===== config.mk =====
export PLATFORM = sky130hd
export DESIGN_NAME = acc_slice
export DESIGN_NICKNAME = d
export VERILOG_FILES = /design/src/rtl/acc_pkg.sv /design/src/rtl/acc_tick_div.sv /design/src/rtl/acc_alu.sv /design/src/rtl/acc_hex7.sv /design/src/rtl/acc_slice.sv
export SDC_FILE = /design/constraint.sdc
export NUM_CORES = 1
export LEC_CHECK = 0
export BUFFER_PORTS_ARGS = -buffer_cell sky130_fd_sc_hd__buf_2
export CAP_MARGIN = 20
export CORE_ASPECT_RATIO = 0.5
export CORE_UTILIZATION = 30
export CTS_BUF_LIST = sky130_fd_sc_hd__clkbuf_4 sky130_fd_sc_hd__clkbuf_8 sky130_fd_sc_hd__clkbuf_16
export DETAILED_ROUTE_END_ITERATION = 7
export PLACE_DENSITY_LB_ADDON = 0.25
export RECOVER_POWER = 25
export REMOVE_ABC_BUFFERS = 1
export SYNTH_ARGS = -nofsm -noshare
export SYNTH_HDL_FRONTEND = slang
export SYNTH_SLANG_ARGS = --single-unit

===== constraint.sdc =====
create_clock -name clk -period 1.1 [get_ports clk]
set_input_delay 0.11 -clock clk [delete_from_list [all_inputs] [get_ports clk]]
set_output_delay 0.11 -clock clk [all_outputs]
set_load 0.005 [all_outputs]

===== src/rtl/acc_pkg.sv =====
package acc_pkg;
  localparam int DATA_W = 4;

  typedef enum logic [1:0] {
    OP_PASS = 2'b00,
    OP_INC  = 2'b01,
    OP_ADD  = 2'b10,
    OP_AND  = 2'b11
  } acc_op_e;
endpackage


===== src/rtl/acc_tick_div.sv =====
module acc_tick_div #(
  parameter int DIV = 50_000_000
) (
  input  logic clk,
  input  logic srst_n,
  output logic tick
);
  localparam int CW = (DIV > 1) ? $clog2(DIV) : 1;
  localparam logic [CW-1:0] LAST = CW'(DIV - 1);

  logic [CW-1:0] cnt_q, cnt_d;
  logic          at_last;

  assign at_last = (cnt_q == LAST);

  always_comb begin
    if (at_last) cnt_d = '0;
    else         cnt_d = cnt_q + 1'b1;
  end

  always_ff @(posedge clk or negedge srst_n) begin
    if (!srst_n) cnt_q <= '0;
    else         cnt_q <= cnt_d;
  end

  assign tick = at_last;
endmodule


===== src/rtl/acc_alu.sv =====
module acc_alu
  import acc_pkg::*;
#(
  parameter int W = DATA_W
) (
  input  logic [W-1:0] opa,
  input  logic [W-1:0] opb,
  input  logic [1:0]   func,
  output logic [W-1:0] res
);
  always_comb begin
    unique case (acc_op_e'(func))
      OP_PASS: res = opa;
      OP_INC:  res = opa + W'(1);
      OP_ADD:  res = opa + opb;
      OP_AND:  res = opa & opb;
      default: res = opa;
    endcase
  end
endmodule


===== src/rtl/acc_hex7.sv =====
module acc_hex7 (
  input  logic [3:0] nib,
  output logic [6:0] seg_n
);
  logic [6:0] lit;

  always_comb begin
    case (nib)
      4'h0: lit = 7'h3F;
      4'h1: lit = 7'h06;
      4'h2: lit = 7'h5B;
      4'h3: lit = 7'h4F;
      4'h4: lit = 7'h66;
      4'h5: lit = 7'h6D;
      4'h6: lit = 7'h7D;
      4'h7: lit = 7'h07;
      4'h8: lit = 7'h7F;
      4'h9: lit = 7'h6F;
      4'hA: lit = 7'h77;
      4'hB: lit = 7'h7C;
      4'hC: lit = 7'h39;
      4'hD: lit = 7'h5E;
      4'hE: lit = 7'h79;
      default: lit = 7'h71;
    endcase
  end

  assign seg_n = ~lit;
endmodule


===== src/rtl/acc_slice.sv =====
module acc_slice
  import acc_pkg::*;
#(
  parameter int DIV = 50_000_000,
  parameter int W   = DATA_W
) (
  input  logic         clk,
  input  logic         rst_n,
  input  logic [W-1:0] operand_b,
  input  logic [1:0]   op_sel,
  output logic [6:0]   seg_n
);
  logic         rs_q1, srst_n;
  logic         tick;
  logic [W-1:0] acc_q, acc_d, alu_res;

  // reset: asserts at once, releases after two edges
  always_ff @(posedge clk or negedge rst_n) begin
    if (!rst_n) begin
      rs_q1  <= 1'b0;
      srst_n <= 1'b0;
    end else begin
      rs_q1  <= 1'b1;
      srst_n <= rs_q1;
    end
  end

  acc_tick_div #(.DIV(DIV)) u_div (
    .clk    (clk),
    .srst_n (srst_n),
    .tick   (tick)
  );

  acc_alu #(.W(W)) u_alu (
    .opa  (acc_q),
    .opb  (operand_b),
    .func (op_sel),
    .res  (alu_res)
  );

  always_comb begin
    acc_d = acc_q;
    if (tick) acc_d = alu_res;
  end

  always_ff @(posedge clk or negedge srst_n) begin
    if (!srst_n) acc_q <= '0;
    else         acc_q <= acc_d;
  end

  acc_hex7 u_hex (
    .nib   (acc_q[3:0]),
    .seg_n (seg_n)
  );
endmodule


Word level (Yosys, flattened, before mapping). Memory sizes are Yosys's and may differ from the RTL's. Cells that the tools add are included.

Register bits after elaboration: 32. Memory bits (read-only): 112. Input bits: 8. Output and inout port bits: 7. Logic and storage cells: 19. Memories kept: 1.

Memories: (name not given) (depth 16, width 7, rd ports 1, clocked after memory_dff 0, write ports 0, line acc_hex7.sv:8) `case (nib)`.

Add/subtract/negate cells: 3. Eq/ne operators: 4. Muxes and demuxes: 2. Bitwise operators: 3. Reductions and logical operators: 2.

Operators by type and width (number): $add A26 B1 Y26 const B (1); $eq A26 B26 Y1 const B (1); $mux W26 (1); $pmux W4 S3 (1); $not A7 Y7 (1); $add A4 B1 Y4 const B (1); $add A4 B4 Y4 (1); $and A4 B4 Y4 (1); $eq A2 B2 Y1 const B (2); $eq A2 B1 Y1 const B (1); $logic_not A2 Y1 (1); $reduce_and A2 Y1 (1); $not A1 Y1 (1).

Depth between registers and ports, before layout. Gate-level depths: netlist of run 1.

Depth after elaboration: 3. Depth in mapped cells: 9. Gate-level depth less buffers: 9.

Hierarchy. Synthesis of run 1 repeated with hierarchy kept, for this count alone.

Cell total of the unflattened synthesis: 207. Area total of the unflattened synthesis: 2034.5 sq um.

Modules (own cells, without submodules): acc_tick_div (instances 1, cells an instance 134, area an instance 1337.5 sq um, sequential area each 650.6 sq um); acc_hex7 (instances 1, cells an instance 31, area an instance 252.7 sq um, sequential area each 0.0 sq um); acc_alu (instances 1, cells an instance 31, area an instance 245.2 sq um, sequential area each 0.0 sq um); acc_slice (instances 1, cells an instance 11, area an instance 198.9 sq um, sequential area each 150.1 sq um).

Worst setup path after synthesis of run 1. No wires, ideal clock.

Path type: reg2reg. Start: reg u_div.cnt_q[16]. End: reg acc_q[3]. Library setup time: 0.126 ns. Data arrival time: 1.891 ns. Required time: 0.974 ns. Path slack: -0.917 ns. Stages on the path, launching flop included: 7. Buffers on the path: 1. Period minus slack after synthesis: 2.017 ns. Cells stage by stage: dfrtp_1 > or4_4 > nor4_2 > and2_1 > buf_6 > o211ai_2 > a221o_1.

Cells in the longest elaborated chain, start to end: 2.

RTL lines: start, declared (line acc_tick_div.sv:11) `logic [CW-1:0] cnt_q, cnt_d;`; start signal, assigned (line acc_tick_div.sv:23) `else cnt_q <= cnt_d;`; $eq A26 B26 Y1 (line acc_tick_div.sv:14) `assign at_last = (cnt_q == LAST);`; $reduce_and A2 Y1 (no line); end signal, assigned (line acc_slice.sv:47) `if (!srst_n) acc_q <= '0;`; end signal, assigned (line acc_slice.sv:48) `else acc_q <= acc_d;`; end, declared (line acc_slice.sv:15) `logic [W-1:0] acc_q, acc_d, alu_res;`.

Every way passes these cells. A chain may end at the register's enable or synchronous reset.

Worst setup path after layout of run 1. Same ends and word-level chain as after synthesis.

==> results of run 1 <==
==> layout make-up <==
cell class / instances / area [µm²] / area share
well taps: 88 / 110 / 0.0346
flip-flops and latches: 32 / 802 / 0.252
inverters: 9 / 46.3 / 0.0145
clock buffers: 7 / 153 / 0.0480
multi-input cells: 160 / 1370 / 0.429
repair buffers: 90 / 707 / 0.222
==> where the power goes <==
group,switching (µW),leakage (µW),total [µW],internal (µW)
logic,104,0.00104,184,80.1
clock network,478,0.0000760,1430,948
registers,2.77,0.000416,1190,1180
==> flip-flops by register name, summed over array words and instances (netlist names) <==
signal       cells
srst_n           1
acc_q            4
rs_q1            1
u_div.cnt_q     26
==> layer usage <==
metal,GRT usage,vias to the layer above,share of wire
met3,0.0319,4,0.022
met4,0.0445,0,0.0071
li1,-,916,-
met2,0.320,28,0.53
met1,0.197,928,0.44
met5,0,-,0
==> what timing repair did <==
item / in CTS / in global routing
setup buffers: 13 / 14
gates resized for setup: 69 / 31
endpoints found under the hold margin: 2 / 0
pin swaps: 27 / 17
hold buffers: 1 / 0
setup endpoints to repair: 36 / 36
==> through the flow <==
stage                     cells  setup WS, ns
after floorplan             201         -1.14
after global placement      359        -0.887
after detailed placement    359        -0.976
after CTS                   378        -0.841
after global routing        386        -0.952
final                       386        -0.893
==> cells in the final DEF, fill, tap and decap left out, types with 4 or more instances in the layout <==
cell       synthesis  routed
ha_4               0       5
nand2_2            0       5
dfrtp_1           32      31
buf_4              0      57
buf_2              2      13
xor2_1            16      16
inv_1              9       7
nand2_4            0       5
nand4_1           12      12
clkbuf_16          0       5
and3_1             5       4
nand2_1           15       5
nor2_1            24      20
nand3_1           19      14
xnor2_1           10       8
buf_6              1      16
==> worst max-delay path, cell delays in order (launching register included) <==
cell	delay (ns)
dfrtp_1	0.38
or4_4	0.57
nor4_4	0.31
and2_4	0.20
o211ai_2	0.07
a221o_1	0.33
==> worst min path at each step <==
stage	start	to	depth (start not counted)
after floorplan	rst_n	rs_q1$_DFF_PN0_	0
after global placement	rst_n	rs_q1$_DFF_PN0_	1
after detailed placement	rst_n	rs_q1$_DFF_PN0_	1
after CTS	operand_b[2]	acc_q[2]$_DFFE_PN0P_	3
after global routing	operand_b[2]	acc_q[2]$_DFFE_PN0P_	3
final	operand_b[2]	acc_q[2]$_DFFE_PN0P_	3
==> logic make-up after synthesis <==
logic type               Yosys count  share of synthesized area
AND/OR/NAND/NOR                   97                      0.265
XOR/XNOR                          26                      0.118
multiplexers                       1                    0.00520
buffers and inverters             16                     0.0364
other                              1                    0.00195
AO/OA/AOI/OAI                     25                     0.0878
flip-flops                        32                      0.416
adder cells (fa/ha/maj)           10                     0.0689
==> impl_metrics.toml, run 1 <==
[sta]
drv_slew = 0
maxSlewHeadroom = 0.484
fmax_mhz = 502
finalHoldViolations = 0
fin_ws_ns = -0.893
fin_worst_skew_ns = 0.00143
post-route-min-period_ns = 1.99
worst_pin_slew_ns = 0.774
setup_tns_ns = -20.78
setup_viol = 37
fin_crit_sh = 1.81
finalHoldWorstSlack_ns = 0.120
grt_setup_unrepaired = "yes"

[synth]
synthTopCellsByArea = "dfrtp_1 (42%), xor2_1 (7.3%), ha_1 (5.9%)"
synth_flop_cell = "dfrtp_1"
ys_top_cells_by_count = "dfrtp_1 (32), nor2_1 (24), nand3_1 (19)"
ys_seq_elements = 32
synth_edf_count = 0
yosysMostFrequentCell = "dfrtp_1"
ys_warn_count = 0
syn-cell-area_um2 = 1920
yosys.area.top_type_share = 0.416
syn_area_per_cell_um2 = 9.25
yosysTopAreaCell = "dfrtp_1"
synth_cell_types = 42
synthArstFlopShare = 1.00
seq_area_frac_synth = 0.416
syn-instance-count = 208

[status]
violations = "negative setup slack"
status = "finished, violations left"

[die]
core-area_um2 = 6130
die_x_um = 115
num_io_pins = 15
die_area_um2 = 6760
rows = 20
start_util = 0.314
die_y_um = 58.6

[routing]
wirelength_um = 5330
wl_per_cell_um = 13.8
ant_nets = 0
first_pass_iters = 4
via_per_inst = 4.86
drc_errors = 0
first_iter_violations = 66
vias = 1876

[setup_path]
arrival_ns = 2.14
reg2reg_slack_ns = -0.89
startpoint_type = "register"
rr_worst_depth = 5
rr_startpoint = "u_div.cnt_q[16]$_DFF_PN0_"
critPathMaxFanout = 3
required_ns = 1.25
cp-end-kind = "register"
timing.rr.end = "acc_q[3]$_DFFE_PN0P_"
crit_end = "acc_q[3]$_DFFE_PN0P_"
critPathKind = "register to register"
cp-startpoint = "u_div.cnt_q[16]$_DFF_PN0_"

[global_routing]
grt_overflow = 0
antenna_found_initial = 0
grt_pass1_vias = 1883
grt_pass1_wl_um = 8710
grt_max_degree = 31
globalRouteTotalUtil = 0.168

[clocking]
clock_path_buffers = 2
clk_pin_slew_ns = 0.05
worstSkewPairLatency_ns = 0.27
cts_buffers = 5
cts-root-buf = "clkbuf_16"
cts_tree = "done"
clock_sinks = 32
htreeDepth = 2

[placed_design]
globalplace.congestion = 0.791
dpl.hpwl_um = 3380
post_dp_cell_area_um2 = 2490
portBuffers = 14

[finish]
fin_area_um2 = 3180
finalNetCount = 316
n_antenna_cell = 0
area_delta_synth_final_pct = 65.4
finish.utilization = 0.519
nFillCells = 532
drive_above_1_share = 0.487

[power_and_ir_drop]
ir_worst_vdd_mv = 0.458
power_uw = 2800
p_leak_uw = 0.00153
powerDensity_nw_per_um2 = 879

[flow_run]
maxCapViolations = 0

[hold_path]
worstHoldPathType = "input port to register"
(Power assumes the default switching activity.)
==> inputs of run 2 (changes only) <==
--- a/config.mk
+++ b/config.mk
@@ -5,6 +5,7 @@
 export SDC_FILE = /design/constraint.sdc
 export NUM_CORES = 1
 export LEC_CHECK = 0
+export ABC_AREA = 1
 export BUFFER_PORTS_ARGS = -buffer_cell sky130_fd_sc_hd__buf_2
 export CAP_MARGIN = 20
 export CORE_ASPECT_RATIO = 0.5
==> constraint.sdc (replaced) <==
create_clock -name clk -period 1.1 [get_ports clk]
set_input_delay 0.22 -clock clk [delete_from_list [all_inputs] [get_ports clk]]
set_output_delay 0.22 -clock clk [all_outputs]
set_load 0.005 [all_outputs]
==> impl_metrics.toml, run 2 <==
[status]
status = "finished, violations left"
violations = "negative setup slack"

[sta]
grt_setup_unrepaired = "yes"
fmax_mhz = 565
post-route-min-period_ns = 1.77
fin_crit_sh = 1.61
finalHoldViolations = 0
fin_ws_ns = -0.669
maxSlewHeadroom = 0.500
finalHoldWorstSlack_ns = 0.263
fin_worst_skew_ns = 0.00848
setup_viol = 36
drv_slew = 0
worst_pin_slew_ns = 0.750

[synth]
synthTopCellsByArea = "dfrtp_1 (36%), nand2_1 (16%), nor2_1 (13%)"
ys_top_cells_by_count = "nand2_1 (97), nor2_1 (77), inv_1 (41)"
yosysMostFrequentCell = "nand2_1"
synth_edf_count = 0
synth_flop_cell = "dfrtp_1"
syn_area_per_cell_um2 = 6.70
synth_cell_types = 28
ys_warn_count = 0
syn-cell-area_um2 = 2220
seq_area_frac_synth = 0.360
yosysTopAreaCell = "dfrtp_1"
synthArstFlopShare = 1.00
syn-instance-count = 332
yosys.area.top_type_share = 0.360
ys_seq_elements = 32

[setup_path]
arrival_ns = 1.55
startpoint_type = "register"
required_ns = 0.88
critPathMaxFanout = 4
critPathKind = "register to output port"
rr_worst_depth = 8
cp-end-kind = "output port"

[clocking]
cts_buffers = 5
clock_path_buffers = 2
htreeDepth = 2
clock_sinks = 32
clk_pin_slew_ns = 0.05
cts_tree = "done"
worstSkewPairLatency_ns = 0.28
cts-root-buf = "clkbuf_16"

[die]
rows = 21
die_x_um = 124
core-area_um2 = 6910
start_util = 0.322
die_area_um2 = 7780
die_y_um = 62.9
num_io_pins = 15

[flow_run]
maxCapViolations = 0

[routing]
ant_nets = 0
first_iter_violations = 103
drc_errors = 0
wirelength_um = 7200
wl_per_cell_um = 13.5
vias = 2545
via_per_inst = 4.77
first_pass_iters = 4

[finish]
n_antenna_cell = 0
final_common_cell = "nand2_1"
fin_cells = 534
largest_reg_flops = 26
drive_above_1_share = 0.505
finalNetCount = 459
top_regs = "u_div.cnt_q: 26 flops, acc_q: 4 flops"
final_cell_mix = "nand2_1 (72), buf_4 (63), inv_1 (33), nor2_1 (29), nor2_2 (27)"
largest_register = "u_div.cnt_q"
area_delta_synth_final_pct = 73.8

[placed_design]
globalplace.congestion = 0.935
dpl.hpwl_um = 4730
placedCellCount = 500
portBuffers = 14

[power_and_ir_drop]
ir_worst_vdd_mv = 0.570
powerDensity_nw_per_um2 = 716
p_leak_uw = 0.00184

[global_routing]
globalRouteTotalUtil = 0.191
grt_use_met2 = 0.326
grt_pass1_vias = 2538
grt_max_degree = 31
grt_use_met1 = 0.240
grt_pass1_wl_um = 11700
gr-max-usage-layer = "met2"
grt.met3_usage = 0.0274
antenna_found_initial = 0
grt_overflow = 0

[hold_path]
worstHoldPathType = "input port to async pin"
==> run 2: changes by cell type in the layout (fill, tap and decap cells not counted), moves of 6 or more <==
cell | before | now
nand2_2 | 5 | 17
xnor2_1 | 8 | 2
nand3_1 | 14 | 20
xor2_1 | 16 | 8
inv_1 | 7 | 33
nor2_1 | 20 | 29
inv_2 | 0 | 7
nor2_2 | 1 | 27
buf_6 | 16 | 23
buf_4 | 57 | 63
nor2_4 | 3 | 24
nand2_1 | 5 | 72
==> run 2: cells by family after synthesis <==
group | count (synthesis) | share of synthesized area
AO/OA/AOI/OAI | 17 | 0.0478
other | 1 | 0.00169
flip-flops | 32 | 0.360
AND/OR/NAND/NOR | 213 | 0.398
adder cells (fa/ha/maj) | 10 | 0.0597
XOR/XNOR | 13 | 0.0512
buffers and inverters | 46 | 0.0810
==> run 2: final timing paths <==
| path | start | end | slack, ns |
|---|---|---|---|
| hold reg to reg | rs_q1$_DFF_PN0_ | srst_n$_DFF_PN0_ | 0.37 |
| min in group clk | operand_b[3] | acc_q[3]$_DFFE_PN0P_ | 0.32 |
| setup reg to reg | acc_q[0]$_DFFE_PN0P_ | acc_q[2]$_DFFE_PN0P_ | -0.50 |
| setup / recovery | acc_q[0]$_DFFE_PN0P_ | seg_n[5] | -0.67 |
| max in group asynchronous | srst_n$_DFF_PN0_ | u_div.cnt_q[8]$_DFF_PN0_ | 0.18 |
| hold / removal | rst_n | rs_q1$_DFF_PN0_ | 0.26 |
==> run 2: critical path, cell delays in order (launching register included) <==
cell and delay (ns):
dfrtp_2 0.45, buf_6 0.15, ha_1 0.24, o21ai_2 0.20, o32ai_1 0.10, buf_2 0.14
==> run 2: timing repair <==
item                                   4_1_cts  5_1_grt
gates resized for setup                    119       59
endpoints found under the hold margin        2        0
pin swaps                                   56       34
hold buffers                                 1        0
setup endpoints to repair                   37       37
gates cloned                                 1        0
setup buffers                               12       15
==> run 2: cell type report <==
cell class	instances	area, µm²
multi-input cells	255	1770
repair buffers	104	856
inverters	43	169
well taps	92	115
flip-flops and latches	32	808
clock inverters	2	10.0
fillers	575	3050
clock buffers	6	139
==> run 2: stage by stage <==
stage	total power (µW)	setup slack, ns	utilization	TNS (ns)	cell area [µm²]
global placement	1360	-0.533	0.418	-12.05	2890
detailed placement	1370	-0.615	0.418	-13.11	2890
floorplan	1280	-0.464	-	-8.64	2200
CTS	2770	-0.594	0.514	-11.93	3550
global route	2860	-0.711	0.559	-15.73	3860
finish	2770	-0.669	0.559	-12.64	3860
==> run 2: layer usage <==
layer,vias up,part of all wire,routed length [µm]
met5,-,0,0
met3,10,0.031,224
met4,0,0.018,128
met2,61,0.51,3640
li1,1249,-,-
met1,1225,0.44,3200
==> run 2: power breakdown <==
part	internal, µW	switching, µW
registers	1190	5.42
clock network	891	516
logic	69.3	99.3
total	2150	621
==> inputs of run 3 (changes only) <==
--- a/config.mk
+++ b/config.mk
@@ -9,8 +9,8 @@
 export BUFFER_PORTS_ARGS = -buffer_cell sky130_fd_sc_hd__buf_2
 export CAP_MARGIN = 20
 export CORE_ASPECT_RATIO = 0.5
-export CORE_UTILIZATION = 30
-export CTS_BUF_LIST = sky130_fd_sc_hd__clkbuf_4 sky130_fd_sc_hd__clkbuf_8 sky130_fd_sc_hd__clkbuf_16
+export CORE_UTILIZATION = 40
+export CTS_BUF_LIST = sky130_fd_sc_hd__clkbuf_16
 export DETAILED_ROUTE_END_ITERATION = 7
 export PLACE_DENSITY_LB_ADDON = 0.25
 export RECOVER_POWER = 25
==> constraint.sdc (replaced) <==
create_clock -name clk -period 1.5 [get_ports clk]
set_input_delay 0.3 -clock clk [delete_from_list [all_inputs] [get_ports clk]]
set_output_delay 0.3 -clock clk [all_outputs]
set_load 0.005 [all_outputs]
==> impl_metrics.toml, run 3 (synthesis results as in run 2) <==
[status]
status = "finished, violations left"
violations = "negative setup slack"

[setup_path]
critPathKind = "register to output port"
startpoint_type = "register"
rr_worst_depth = 8
cp_slowest_stage_delay_ns = 0.39
critPathMaxFanout = 5
critical-path-top-delay-family = "flip-flops"
cp-end-kind = "output port"
rr_startpoint = "acc_q[0]$_DFFE_PN0P_"
cp_cell_sequence = "buf_4 -> ha_1 -> o21ai_2 -> o32ai_1 -> buf_2"
required_ns = 1.20
cp_slowest_cell = "dfrtp_1"
arrival_ns = 1.48
timing.rr.end = "acc_q[2]$_DFFE_PN0P_"
path_buf_inv = 2
reg2reg_slack_ns = -0.22

[die]
rows = 18
core-area_um2 = 5130
die_y_um = 54.7
num_io_pins = 15
start_util = 0.433
die_area_um2 = 5880
die_x_um = 107

[power_and_ir_drop]
pwr-share-seq = 0.411
ir_worst_vdd_mv = 0.433
clock_power_share = 0.534
p_sw_uw = 438
powerDensity_nw_per_um2 = 660
p_leak_uw = 0.00152
p_int_uw = 1690
p_comb_frac = 0.055
sw_frac_of_total = 0.206

[sta]
finalHoldWorstSlack_ns = 0.330
maxSlewHeadroom = 0.503
fin_worst_skew_ns = 0.00528
setup_viol = 11
worst_pin_slew_ns = 0.745
fmax_mhz = 562
grt_setup_unrepaired = "yes"
drv_slew = 0
post-route-min-period_ns = 1.78
fin_crit_sh = 1.19
finalHoldViolations = 0
fin_ws_ns = -0.281

[global_routing]
grt_pass1_wl_um = 10300
antenna_found_initial = 0
grt_max_degree = 31
grt_overflow = 0
globalRouteTotalUtil = 0.235
grt_pass1_vias = 2288

[placed_design]
placedCellCount = 452
globalplace.congestion = 0.920
dpl.hpwl_um = 4490
portBuffers = 14

[finish]
largest_reg_flops = 26
drive_above_1_share = 0.333
nFillCells = 434
fin_cells = 476
regArea_um2 = 805
multiInputGateArea_um2 = 1500
final_common_cell = "nand2_1"
largest_register = "u_div.cnt_q"
finalNetCount = 423
final_cell_mix = "nand2_1 (93), nor2_1 (55), buf_4 (46), inv_1 (36), dfrtp_1 (29)"
area_delta_synth_final_pct = 44.9
top_regs = "u_div.cnt_q: 26 flops, acc_q: 4 flops"
n_antenna_cell = 0
finish.utilization = 0.627

[clocking]
clock_path_buffers = 2
htreeDepth = 2
cts_tree = "done"
clock_sinks = 32
cts-root-buf = "clkbuf_16"
worstSkewPairLatency_ns = 0.28
cts_buffers = 5
clk_pin_slew_ns = 0.05

[routing]
ant_nets = 0
first_iter_violations = 156
via_per_inst = 5.00
first_pass_iters = 4
vias = 2379
wirelength_um = 6420
drc_errors = 0
wl_per_cell_um = 13.5

[hold_path]
worstHoldPathType = "input port to async pin"

[flow_run]
maxCapViolations = 0
==> run 3: worst reg2reg max path, stage by stage (launching register included) <==
cell and delay (ns):
dfrtp_2 0.47, buf_4 0.16, ha_4 0.12, inv_2 0.04, fa_2 0.38, xor2_1 0.17, o21ai_1 0.14, nand3_1 0.10
nand2_1 0.08
==> run 3: timing repair <==
item / in CTS / in global routing
setup endpoints to repair: 24 / 30
pin swaps: 12 / 23
hold buffers: 1 / 0
endpoints found under the hold margin: 2 / 0
gates resized for setup: 38 / 43
gates cloned: 1 / 0
setup buffers: 7 / 7
==> run 3: area by class of cell <==
cell class | count | area share
clock buffers | 5 | 0.0388
clock inverters | 3 | 0.0120
inverters | 43 | 0.0532
multi-input cells | 255 | 0.465
flip-flops and latches | 32 | 0.250
well taps | 70 | 0.0272
repair buffers | 68 | 0.154
==> run 3: through the flow <==
step | TNS (ns) | cell area, µm² | power, µW | worst slack (ns)
after detailed placement | -1.87 | 2660 | 993 | -0.277
final | -2.23 | 3220 | 2130 | -0.281
after global routing | -3.58 | 3220 | 2210 | -0.352
after CTS | -1.91 | 3010 | 2130 | -0.260
after global placement | -1.30 | 2660 | 989 | -0.192
after floorplan | -0.186 | 2200 | 941 | -0.0641
==> run 3: power groups by stage <==
stage	clock, µW	combinational, µW	sequential, µW
2_1_floorplan	0	40.0	901
3_3_place_gp	0	101	888
3_5_place_dp	0	104	889
4_1_cts	1140	114	874
5_1_grt	1200	131	874
6_report	1130	117	874
==> run 3: worst max-delay path by stage <==
stage / startpoint / slack (ns) / end / cells past startpoint
6_report: acc_q[1]$_DFFE_PN0P_ / -0.28 / seg_n[5] / 5
5_1_grt: acc_q[1]$_DFFE_PN0P_ / -0.35 / seg_n[5] / 5
4_1_cts: acc_q[1]$_DFFE_PN0P_ / -0.26 / seg_n[0] / 7
3_5_place_dp: op_sel[0] / -0.28 / acc_q[2]$_DFFE_PN0P_ / 10
3_3_place_gp: op_sel[0] / -0.19 / acc_q[2]$_DFFE_PN0P_ / 10
2_1_floorplan: u_div.cnt_q[0]$_DFF_PN0_ / -0.06 / acc_q[2]$_DFFE_PN0P_ / 10
==> run 3: routing by layer <==
metal | up-vias | routed length (µm) | track usage
met5 | - | 0 | 0
li1 | 1179 | - | -
met1 | 1122 | 3010 | 0.290
met3 | 13 | 239 | 0.0417
met2 | 65 | 3060 | 0.425
met4 | 0 | 104 | 0.0936
